$ cat src/rtl/daq_pkg.sv
`timescale 1ns/1ps
package daq_pkg;
    localparam int RES_W = 12;

    localparam logic [7:0] LOC_CFG_A = 8'h80;
    localparam logic [7:0] LOC_CFG_B = 8'h81;
    localparam logic [7:0] LOC_RECAL = 8'h9A;
    localparam logic [7:0] LOC_SOC   = 8'h9B;

    typedef enum logic [1:0] {
        SQ_IDLE,
        SQ_CONV,
        SQ_PACE,
        SQ_CAL
    } seq_state_t;

    // bit layout is decoded by the host, so packing order matters
    typedef struct packed {
        logic       narrow;
        logic       auto_acq;
        logic       lgain10;
        logic       single;
        logic [3:0] chan;
    } cfg_a_t;

    typedef struct packed {
        logic [1:0] ggain;
        logic       bipolar;
        logic       rd_low;
        logic [3:0] slot;
    } cfg_b_t;
endpackage

$ cat src/rtl/daq_cfg_regs.sv
`timescale 1ns/1ps
module daq_cfg_regs
    import daq_pkg::*;
(
    input  logic         clk,
    input  logic         rst_n,
    input  logic         wr_a,
    input  logic         wr_b,
    input  logic         cal_req,
    input  logic [7:0]   wdata,
    output cfg_a_t       cfg_a,
    output cfg_b_t       cfg_b
);
    always_ff @(posedge clk) begin
        if (!rst_n || cal_req) begin
            cfg_a <= '0;
            cfg_b <= '0;
        end else begin
            if (wr_a) cfg_a <= cfg_a_t'(wdata);
            if (wr_b) cfg_b <= cfg_b_t'(wdata);
        end
    end

    AST_RECAL_CLEARS_CFG: assert property (@(posedge clk) disable iff (!rst_n)
        cal_req |=> (cfg_a == '0 && cfg_b == '0));
    AST_CFG_A_HOLDS: assert property (@(posedge clk) disable iff (!rst_n)
        (!wr_a && !cal_req) |=> $stable(cfg_a));
    AST_CFG_B_HOLDS: assert property (@(posedge clk) disable iff (!rst_n)
        (!wr_b && !cal_req) |=> $stable(cfg_b));
endmodule

$ cat src/rtl/daq_gate_sync.sv
`timescale 1ns/1ps
module daq_gate_sync #(
    parameter int SYNC_STAGES = 2
) (
    input  logic clk,
    input  logic rst_n,
    input  logic async_in,
    output logic sync_out
);
    logic [SYNC_STAGES-1:0] chain;

    // reset to the suspending level so nothing launches before the gate is seen
    always_ff @(posedge clk) begin
        if (!rst_n) chain <= '1;
        else        chain <= {chain[SYNC_STAGES-2:0], async_in};
    end

    assign sync_out = chain[SYNC_STAGES-1];
endmodule

$ cat src/rtl/daq_seq.sv
`timescale 1ns/1ps
module daq_seq
    import daq_pkg::*;
#(
    parameter int PACE_CYC = 2000,
    parameter int CAL_CYC  = 64
) (
    input  logic clk,
    input  logic rst_n,
    input  logic start_req,
    input  logic cal_req,
    input  logic auto_mode,
    input  logic run_ok,
    input  logic adc_done,
    output logic adc_start,
    output logic launch,
    output logic done_acc,
    output logic conv_busy,
    output logic cal_busy
);
    localparam int PW = $clog2(PACE_CYC + 1);
    localparam int CW = $clog2(CAL_CYC + 1);

    seq_state_t st, nxt;
    logic [PW-1:0] pace_cnt;
    logic [CW-1:0] cal_cnt;
    logic          pace_done, cal_done;

    assign pace_done = (pace_cnt == PW'(PACE_CYC - 1));
    assign cal_done  = (cal_cnt  == CW'(CAL_CYC - 1));

    // state register and counters
    always_ff @(posedge clk) begin
        if (!rst_n) begin
            st        <= SQ_IDLE;
            adc_start <= 1'b0;
            pace_cnt  <= '0;
            cal_cnt   <= '0;
        end else begin
            st        <= nxt;
            adc_start <= launch;
            if (launch)          pace_cnt <= '0;
            else if (!pace_done) pace_cnt <= pace_cnt + 1'b1;
            if (cal_req)                          cal_cnt <= '0;
            else if (st == SQ_CAL && !cal_done)   cal_cnt <= cal_cnt + 1'b1;
        end
    end

    // next state and outputs
    always_comb begin
        nxt      = st;
        launch   = 1'b0;
        done_acc = 1'b0;
        unique case (st)
            SQ_IDLE: begin
                if ((start_req && !auto_mode) || (auto_mode && run_ok)) begin
                    launch = 1'b1;
                    nxt    = SQ_CONV;
                end
            end
            SQ_CONV: begin
                if (adc_done) begin
                    done_acc = 1'b1;
                    nxt      = auto_mode ? SQ_PACE : SQ_IDLE;
                end
            end
            SQ_PACE: begin
                if (!auto_mode) begin
                    nxt = SQ_IDLE;
                end else if (pace_done && run_ok) begin
                    launch = 1'b1;
                    nxt    = SQ_CONV;
                end
            end
            SQ_CAL: begin
                if (cal_done) nxt = SQ_IDLE;
            end
        endcase
        if (cal_req) begin
            nxt      = SQ_CAL;
            launch   = 1'b0;
            done_acc = 1'b0;
        end
    end

    assign conv_busy = (st == SQ_CONV);
    assign cal_busy  = (st == SQ_CAL);

    AST_START_ONE_CYCLE: assert property (@(posedge clk) disable iff (!rst_n)
        adc_start |=> !adc_start);
    AST_NO_START_IN_CAL: assert property (@(posedge clk) disable iff (!rst_n)
        cal_busy |=> !adc_start);
    AST_GATE_SUSPENDS: assert property (@(posedge clk) disable iff (!rst_n)
        (auto_mode && !run_ok && !conv_busy) |=> !adc_start);
    AST_REGULAR_BUSY_IGNORES: assert property (@(posedge clk) disable iff (!rst_n)
        (conv_busy && start_req) |=> !adc_start);
endmodule

$ cat src/rtl/daq_data_latch.sv
`timescale 1ns/1ps
module daq_data_latch
    import daq_pkg::*;
(
    input  logic             clk,
    input  logic             rst_n,
    input  logic             done_acc,
    input  logic [RES_W-1:0] adc_result,
    input  logic             launch,
    input  logic             cal_req,
    input  logic             rd_en,
    input  logic [7:0]       rd_addr,
    input  logic             rd_low_sel,
    input  logic             conv_busy,
    input  logic             cal_busy,
    output logic [7:0]       rdata
);
    logic [RES_W-1:0] res_q;
    logic             eoc_q;
    logic             hi_read;

    assign hi_read = rd_en && (rd_addr == LOC_CFG_B);

    always_ff @(posedge clk) begin
        if (!rst_n) begin
            res_q <= '0;
            eoc_q <= 1'b0;
        end else begin
            if (done_acc) res_q <= adc_result;
            if (cal_req)                eoc_q <= 1'b0;
            else if (done_acc)          eoc_q <= 1'b1;
            else if (launch || hi_read) eoc_q <= 1'b0;
        end
    end

    always_comb begin
        rdata = 8'h00;
        if (rd_en) begin
            case (rd_addr)
                LOC_CFG_A: rdata = rd_low_sel ? {res_q[3:0], 4'b0000}
                                              : {5'b0, cal_busy, conv_busy, eoc_q};
                LOC_CFG_B: rdata = res_q[11:4];
                LOC_SOC:   rdata = {7'b0, eoc_q};
                default:   rdata = 8'h00;
            endcase
        end
    end

    AST_DATA_HOLDS: assert property (@(posedge clk) disable iff (!rst_n)
        !done_acc |=> $stable(res_q));
    AST_EOC_ON_LATCH: assert property (@(posedge clk) disable iff (!rst_n)
        (done_acc && !cal_req) |=> eoc_q);
    AST_EOC_CLEAR_ON_READ: assert property (@(posedge clk) disable iff (!rst_n)
        (hi_read && !done_acc) |=> !eoc_q);
endmodule

$ cat src/rtl/daq_adc_ctrl.sv
`timescale 1ns/1ps
module daq_adc_ctrl
    import daq_pkg::*;
#(
    parameter int PACE_CYC    = 2000,
    parameter int CAL_CYC     = 64,
    parameter int SYNC_STAGES = 2
) (
    input  logic             clk,
    input  logic             rst_n,
    input  logic [7:0]       bus_addr,
    input  logic             bus_wr,
    input  logic             bus_rd,
    input  logic [7:0]       bus_wdata,
    output logic [7:0]       bus_rdata,
    input  logic             gate_sel,
    input  logic             gate_n,
    output logic             adc_start,
    input  logic             adc_done,
    input  logic [RES_W-1:0] adc_result,
    output logic [3:0]       chan_sel,
    output logic             single_ended,
    output logic             local_gain_x10,
    output logic             auto_acq,
    output logic             filter_narrow,
    output logic [3:0]       slot_sel,
    output logic             read_low_sel,
    output logic             range_bipolar,
    output logic [1:0]       global_gain
);
    cfg_a_t cfg_a;
    cfg_b_t cfg_b;
    logic   wr_a, wr_b, cal_req, start_req;
    logic   gate_hi, run_ok;
    logic   launch, done_acc, conv_busy, cal_busy;

    assign wr_a      = bus_wr && (bus_addr == LOC_CFG_A);
    assign wr_b      = bus_wr && (bus_addr == LOC_CFG_B);
    assign cal_req   = bus_wr && (bus_addr == LOC_RECAL);
    assign start_req = bus_wr && (bus_addr == LOC_SOC);
    assign run_ok    = !gate_sel || !gate_hi;

    daq_cfg_regs u_cfg (
        .clk(clk), .rst_n(rst_n), .wr_a(wr_a), .wr_b(wr_b),
        .cal_req(cal_req), .wdata(bus_wdata), .cfg_a(cfg_a), .cfg_b(cfg_b)
    );

    daq_gate_sync #(.SYNC_STAGES(SYNC_STAGES)) u_gate (
        .clk(clk), .rst_n(rst_n), .async_in(gate_n), .sync_out(gate_hi)
    );

    daq_seq #(.PACE_CYC(PACE_CYC), .CAL_CYC(CAL_CYC)) u_seq (
        .clk(clk), .rst_n(rst_n), .start_req(start_req), .cal_req(cal_req),
        .auto_mode(cfg_a.auto_acq), .run_ok(run_ok), .adc_done(adc_done),
        .adc_start(adc_start), .launch(launch), .done_acc(done_acc),
        .conv_busy(conv_busy), .cal_busy(cal_busy)
    );

    daq_data_latch u_data (
        .clk(clk), .rst_n(rst_n), .done_acc(done_acc), .adc_result(adc_result),
        .launch(launch), .cal_req(cal_req), .rd_en(bus_rd), .rd_addr(bus_addr),
        .rd_low_sel(cfg_b.rd_low), .conv_busy(conv_busy), .cal_busy(cal_busy),
        .rdata(bus_rdata)
    );

    assign chan_sel       = cfg_a.chan;
    assign single_ended   = cfg_a.single;
    assign local_gain_x10 = cfg_a.lgain10;
    assign auto_acq       = cfg_a.auto_acq;
    assign filter_narrow  = cfg_a.narrow;
    assign slot_sel       = cfg_b.slot;
    assign read_low_sel   = cfg_b.rd_low;
    assign range_bipolar  = cfg_b.bipolar;
    assign global_gain    = cfg_b.ggain;
endmodule

$ cat config.mk
export PLATFORM = sky130hd
export DESIGN_NAME = daq_adc_ctrl
export DESIGN_NICKNAME = d
export VERILOG_FILES = /design/src/rtl/daq_pkg.sv /design/src/rtl/daq_cfg_regs.sv /design/src/rtl/daq_gate_sync.sv /design/src/rtl/daq_seq.sv /design/src/rtl/daq_data_latch.sv /design/src/rtl/daq_adc_ctrl.sv
export SDC_FILE = /design/constraint.sdc
export NUM_CORES = 1
export LEC_CHECK = 0
export ABC_AREA = 1
export ABC_CLOCK_PERIOD_IN_PS = 2000
export BUFFER_PORTS_ARGS = -buffer_cell sky130_fd_sc_hd__buf_2
export CAP_MARGIN = 10
export CORE_MARGIN = 2
export CORE_UTILIZATION = 35
export DETAILED_ROUTE_END_ITERATION = 10
export PLACE_DENSITY = 0.65
export SYNTH_ARGS = -nofsm -noshare
export SYNTH_HDL_FRONTEND = slang
export SYNTH_SLANG_ARGS = --single-unit
$ cat constraint.sdc
create_clock -name clk -period 2 [get_ports clk]
set_input_delay 0.1 -clock clk [delete_from_list [all_inputs] [get_ports clk]]
set_output_delay 0.1 -clock clk [all_outputs]
set_load 0.005 [all_outputs]
Word-level counts from Yosys, hierarchy flattened:

Cells that the tools add are included.

* flip-flop bits (word level): 52
* input bits: 35
* output and inout port bits: 25
* logic and storage cells: 76

* add/subtract/negate cells: 2
* equal/unequal tests: 13
* multiplexer cells: 21
* bitwise gates (word level): 1
* reduce and logical (&&, ||, !) cells: 23

Operators by type and width (count)
* equality test 8 bit (second input constant): 4
* one-hot mux 8 bit (3 select lines): 1
* 2-to-1 mux 8 bit: 2
* 2-to-1 mux 2 bit: 7
* adder 11 x 1 -> 11 bit (second input constant): 1
* equality test 11 bit (second input constant): 1
* logical AND 1 bit: 9
* 2-to-1 mux 1 bit: 9
* one-hot mux 2 bit (4 select lines): 1
* adder 7 x 1 -> 7 bit (second input constant): 1
* equality test 7 x 6 -> 1 bit (second input constant): 1
* inequality test 3 bit (second input constant): 2
* logical NOT 1 bit: 5
* equality test 2 bit (second input constant): 2
* logical OR 1 bit: 4
* inequality test 4 x 3 -> 1 bit (second input constant): 1
* AND reduction 4 bit: 1
* OR reduction 2 bit: 2
* inequality test 3 x 2 -> 1 bit (second input constant): 1
* equality test 2 x 1 -> 1 bit (second input constant): 1
* logical NOT 2 bit: 1
* one-hot mux 1 bit (2 select lines): 1
* nonzero test 2 bit: 1
* NOT 1 bit: 1

Depth between registers and ports, before layout:

* word-level depth: 10
* mapped depth: 11
* gate-level depth less buffers: 10

Modules after synthesis:

From an unflattened synthesis, not the netlist that was laid out.

* cell total of the unflattened synthesis: 375
* area, all modules: 2666.3 um^2

Modules (own cells, without submodules)
* daq_seq: times used 1, cells an instance 159, area each 1142.3 um^2, sequential area each 420.4 um^2
* daq_data_latch: times used 1, cells an instance 119, area each 754.5 um^2, sequential area each 260.2 um^2
* daq_cfg_regs: times used 1, cells an instance 71, area each 624.3 um^2, sequential area each 320.3 um^2
* daq_adc_ctrl: times used 1, cells an instance 20, area each 90.1 um^2, sequential area each 0.0 um^2
* daq_gate_sync: times used 1, cells an instance 6, area each 55.1 um^2, sequential area each 40.0 um^2

Worst setup path before layout:

OpenSTA, ideal clock, no wires.

* kind: register to register
* start: reg u_seq.pace_cnt[0]
* end: reg u_seq.pace_cnt[3]
* library setup time: 0.120 ns
* arrival: 1.284 ns
* required time: 1.880 ns
* setup slack: 0.596 ns
* stages on the path, launching flop included: 12
* buffers on the path: 1
* clock period less this slack: 1.404 ns
* path through: dfxtp_1 -> ha_1 -> nand2_1 -> clkinv_1 -> nand2_1 -> nor2_1 -> nand4_1 -> nand2_2 -> nand2_2 -> nand2_2 -> buf_6 -> a21oi_2

* longest elaborated chain between the ends: 7
* elaborated cells on any way between the ends: 8
* classes of those cells: add/sub: 1; eq/ne: 1; mux: 4; reduce/logical: 2

Ends and longest elaborated chain
* start: declaration: line daq_seq.sv:25 `logic [PW-1:0] pace_cnt;`
* start signal: assignment: line daq_seq.sv:43 `else if (!pace_done) pace_cnt <= pace_cnt + 1'b1;`
* equality test 11 bit: line daq_seq.sv:29 `assign pace_done = (pace_cnt == PW'(PACE_CYC - 1));`
* logical AND 1 bit: line daq_seq.sv:70 `end else if (pace_done && run_ok) begin`
* 2-to-1 mux 1 bit: line daq_seq.sv:70
* 2-to-1 mux 1 bit: line daq_seq.sv:68 `if (!auto_mode) begin`
* one-hot mux 1 bit (2 select lines): line daq_seq.sv:54 `unique case (st)`
* 2-to-1 mux 1 bit: line daq_seq.sv:79 `if (cal_req) begin`
* OR reduction 2 bit (no source line)

Parallel ways exist; a longest one is shown, timed or not.
A chain may end at the register's enable or synchronous reset.

Worst setup path in the final report:

* start: reg u_seq.pace_cnt[0]
* end: reg u_seq.pace_cnt[0]

Same word-level chain as after synthesis.

==> key figures <==
Timing
  • Final setup violation count: 0
  • Clock skew: 0.005034 ns
  • Slew Viols, Final: 0
  • Fmax: 0.6102 GHz
  • Period minus WS final: 1.639 ns
  • RSZ-0062 raised after global routing: no
  • Worst-Margin Slew: 0.4072 ns
  • Setup TNS: 0 ns
  • Slew margin rel.: 72.82%
  • Final hold vios: 0
  • Tcrit/Tclk final: 81.94%

Clocking
  • Clk sinks: 52
  • H-tree depth: 2
  • Num CTS Buffers: 5
  • Clk_lat worst skew: 0.31 ns
  • CTS tree: done
  • Root buffer cell: clkbuf_8
  • Clk slew on worst S/H paths: 0.10 ns
  • Clk buf depth: 2
  • Post-CTS setup buffer count: 0

Drt
  • DRC viols: 0
  • Wire length per cell: 11.27 µm
  • Via/cell ratio: 4.683
  • Antenna-violating nets left: 0
  • Iter 0 DRT Violations: 86
  • Vias post-DR: 2,290
  • Drt first pass iters: 4
  • Final wirelength: 5511 µm

Floorplanning
  • DIE WIDTH: 87.54 µm
  • Die Ht: 87.54 µm
  • Row count: 30
  • Core ar.: 6756 µm²
  • Total I/O pin count: 60
  • Die Footprint: 7662 µm²
  • Starting Density: 36.15%

Synth
  • Top FF cell, synth: dfxtp_1
  • Mean Syn Cell Area: 7.059 µm²
  • Synth cell types: 32
  • Post-synthesis sequential area ratio: 42.62%
  • Post-synth top area cell: dfxtp_1
  • Simple logic cell fraction of the synthesized area: 30.17%
  • Syn_nets: 383
  • XOR/XNOR Fraction of Synth Area: 1.434%
  • Post-Synthesis Cells: 346
  • Synthesized cell area: 2442 µm²
  • Adder-Cell Fraction of Synth Area: 1.025%
  • Yosys reg bits: 52
  • Synth warn: 0
  • Ys async rst share: 0%
  • Main combinational cell family by area after synthesis: simple AND/OR/NAND/NOR gates
  • Post-synth EDFFs: 0
  • Synth top area cells: dfxtp_1 43%, nand2_1 12%, a21oi_1 7.4%, nor2_1 6.3%, inv_1 6.0%
  • Compound-Gate Fraction of Synth Area: 15.93%
  • Mux cell area share after synthesis: 0%
  • Post-synth top area share: 42.62%

Setup path
  • Data required, critical path: 2.19 ns
  • RR Endpoint: u_seq.pace_cnt[0]
  • CP arrival: 1.83 ns
  • Critical Path Sink Type: flop
  • Worst r2r path cells: 10
  • Max FO, Critical Path: 11
  • R2r setup slk: 0.36 ns
  • R2r startpoint: u_seq.pace_cnt[0]
  • Critical path type: reg2reg
  • Critical Path Start Type: flop

Placed design
  • PortBufs: 59
  • HPWL after DPL: 4155 µm
  • Gpl congestion: 0.8101
  • Placed Instance Area: 2804 µm²

Min path
  • Worst hold path depth: 3
  • Worst Hold Class: in2reg
  • Hold EP: u_cfg.cfg_a[3]
  • Hold Startpoint: bus_wdata[3]

GRT
  • Largest net degree at the start of global routing: 26
  • Global-route usage over all layers: 15.06%
  • Initial antenna violation count: 0
  • Vias in the first global route: 2,177
  • Grt ovf: 0
  • Global-route wire length before repair: 9294 µm

Job
  • Max cap viols: 0

Finish
  • Layout cells sized above 1: 24.45%
  • ANT cells: 0
  • Synth-to-Final Area Change: 19.77%
  • Nets: 445
  • Final non-filler cell area: 2925 µm²

Power
  • VDD IR max: 475.0 µV
  • Pwr Density: 649.8 nW/µm²
  • Leakage power: 1.264 nW

Status
  • Outcome: completed
-- kinds of logic after synthesis --
logic type,Yosys count
and+or+nand+nor,165
AOI/OAI and AO/OA,71
buffers and inverters,52
DFF,52
xor gates and xnor gates,4
adders and majority gates,2
-- critical path, stage by stage, from the launching register on --
cell and delay (ns):
dfxtp_1 0.39, ha_1 0.21, nand2_1 0.10, clkinv_1 0.05, nand2_1 0.04, nor2_1 0.13
nand4_1 0.11, nand2_2 0.10, nand2_2 0.07, nand2_2 0.26, a21oi_1 0.07
-- sequential cells by signal, indices dropped and copies added, names as in the netlist --
signal and count:
u_data.eoc_q 1, u_cfg.cfg_a 8, u_data.res_q 12, u_seq.pace_cnt 11, u_seq.st 2, u_gate.chain 2, u_seq.adc_start 1, u_cfg.cfg_b 8
u_seq.cal_cnt 7
-- worst max path at each step --
stage               depth (start not counted)               from  slack (ns)           endpoint
floorplan                                  11  u_seq.pace_cnt[0]        0.60  u_seq.pace_cnt[3]
global placement                           10  u_seq.pace_cnt[0]        0.43  u_seq.pace_cnt[0]
detailed placement                         10  u_seq.pace_cnt[0]        0.37  u_seq.pace_cnt[0]
CTS                                        10  u_seq.pace_cnt[0]        0.35  u_seq.pace_cnt[0]
global route                               10  u_seq.pace_cnt[0]        0.15  u_seq.pace_cnt[0]
finish                                     10  u_seq.pace_cnt[0]        0.36  u_seq.pace_cnt[0]
-- final cells by class --
class,instances,area [µm²]
Clock buffer,6,72.57
Clock inverter,2,38.79
Fill cell,715,3831
Inverter,46,173.9
Multi-Input combinational cell,242,1186
Sequential cell,52,1041
Tap cell,80,100.1
Timing Repair Buffer,61,312.8
-- metrics by stage --
step / std cells / worst slack, ns / hold slack, ns / total power, mW / util, %
global route: 489 / 0.1511 / 0.02747 / 1.970 / 43.30
CTS: 489 / 0.3488 / 0.01537 / 1.923 / 43.30
detailed placement: 480 / 0.3654 / 0.3127 / 1.176 / 41.50
finish: 489 / 0.3612 / 0.02064 / 1.901 / 43.30
global placement: 480 / 0.4348 / 0.3121 / 1.173 / 41.50
floorplan: 346 / 0.5962 / 0.2066 / 1.125 / -
-- synth_stat cells, drive strengths merged (2+ instances only) --
library cell and n:
nand4 5, clkinv 2, nor3 5, nor2 49
buf 5, o21ai 25, inv 44, xor2 3
nand3 13, nand2 83, dfxtp 52, ha 2
or2 8, a21oi 43
-- cell usage in the layout, fill, tap and decap left out, types with 2 or more instances in the layout --
cell type,instances
inv_2,5
a21oi_1,36
ha_1,2
nand2_2,5
nand3_1,12
or2_2,3
nor2_2,7
nor3_1,2
clkbuf_8,5
nand2_1,78
a21oi_2,7
o21ai_0,25
nor2_1,41
buf_2,59
nand4_1,5
dfxtp_1,52
xor2_1,3
or2_1,4
nor3_2,3
inv_1,39
-- report_power, final --
group	total (mW)	internal, mW	switching, mW
clock network	0.748	0.379	0.369
logic	0.104	0.0450	0.0594
registers	1.05	1.04	0.00553
total	1.90	1.47	0.434
-- routing by layer --
| layer | wire [µm] | share of wire, % | global-route usage, % |
|---|---|---|---|
| met1 | 2583 | 47 | 19.04 |
| met2 | 2521 | 46 | 24.93 |
| met3 | 343 | 6.2 | 4.241 |
| met4 | 63 | 1.1 | 4.755 |
| met5 | 0 | 0 | 0 |
-- repair_timing --
action | 4_1_cts | 5_1_grt
endpoints found under the hold margin | 1 | 0
hold buffers | 1 | 0
setup endpoints to repair | 0 | 0
resized for setup | 0 | 0
Note: power is estimated with default switching activity, not from simulation.
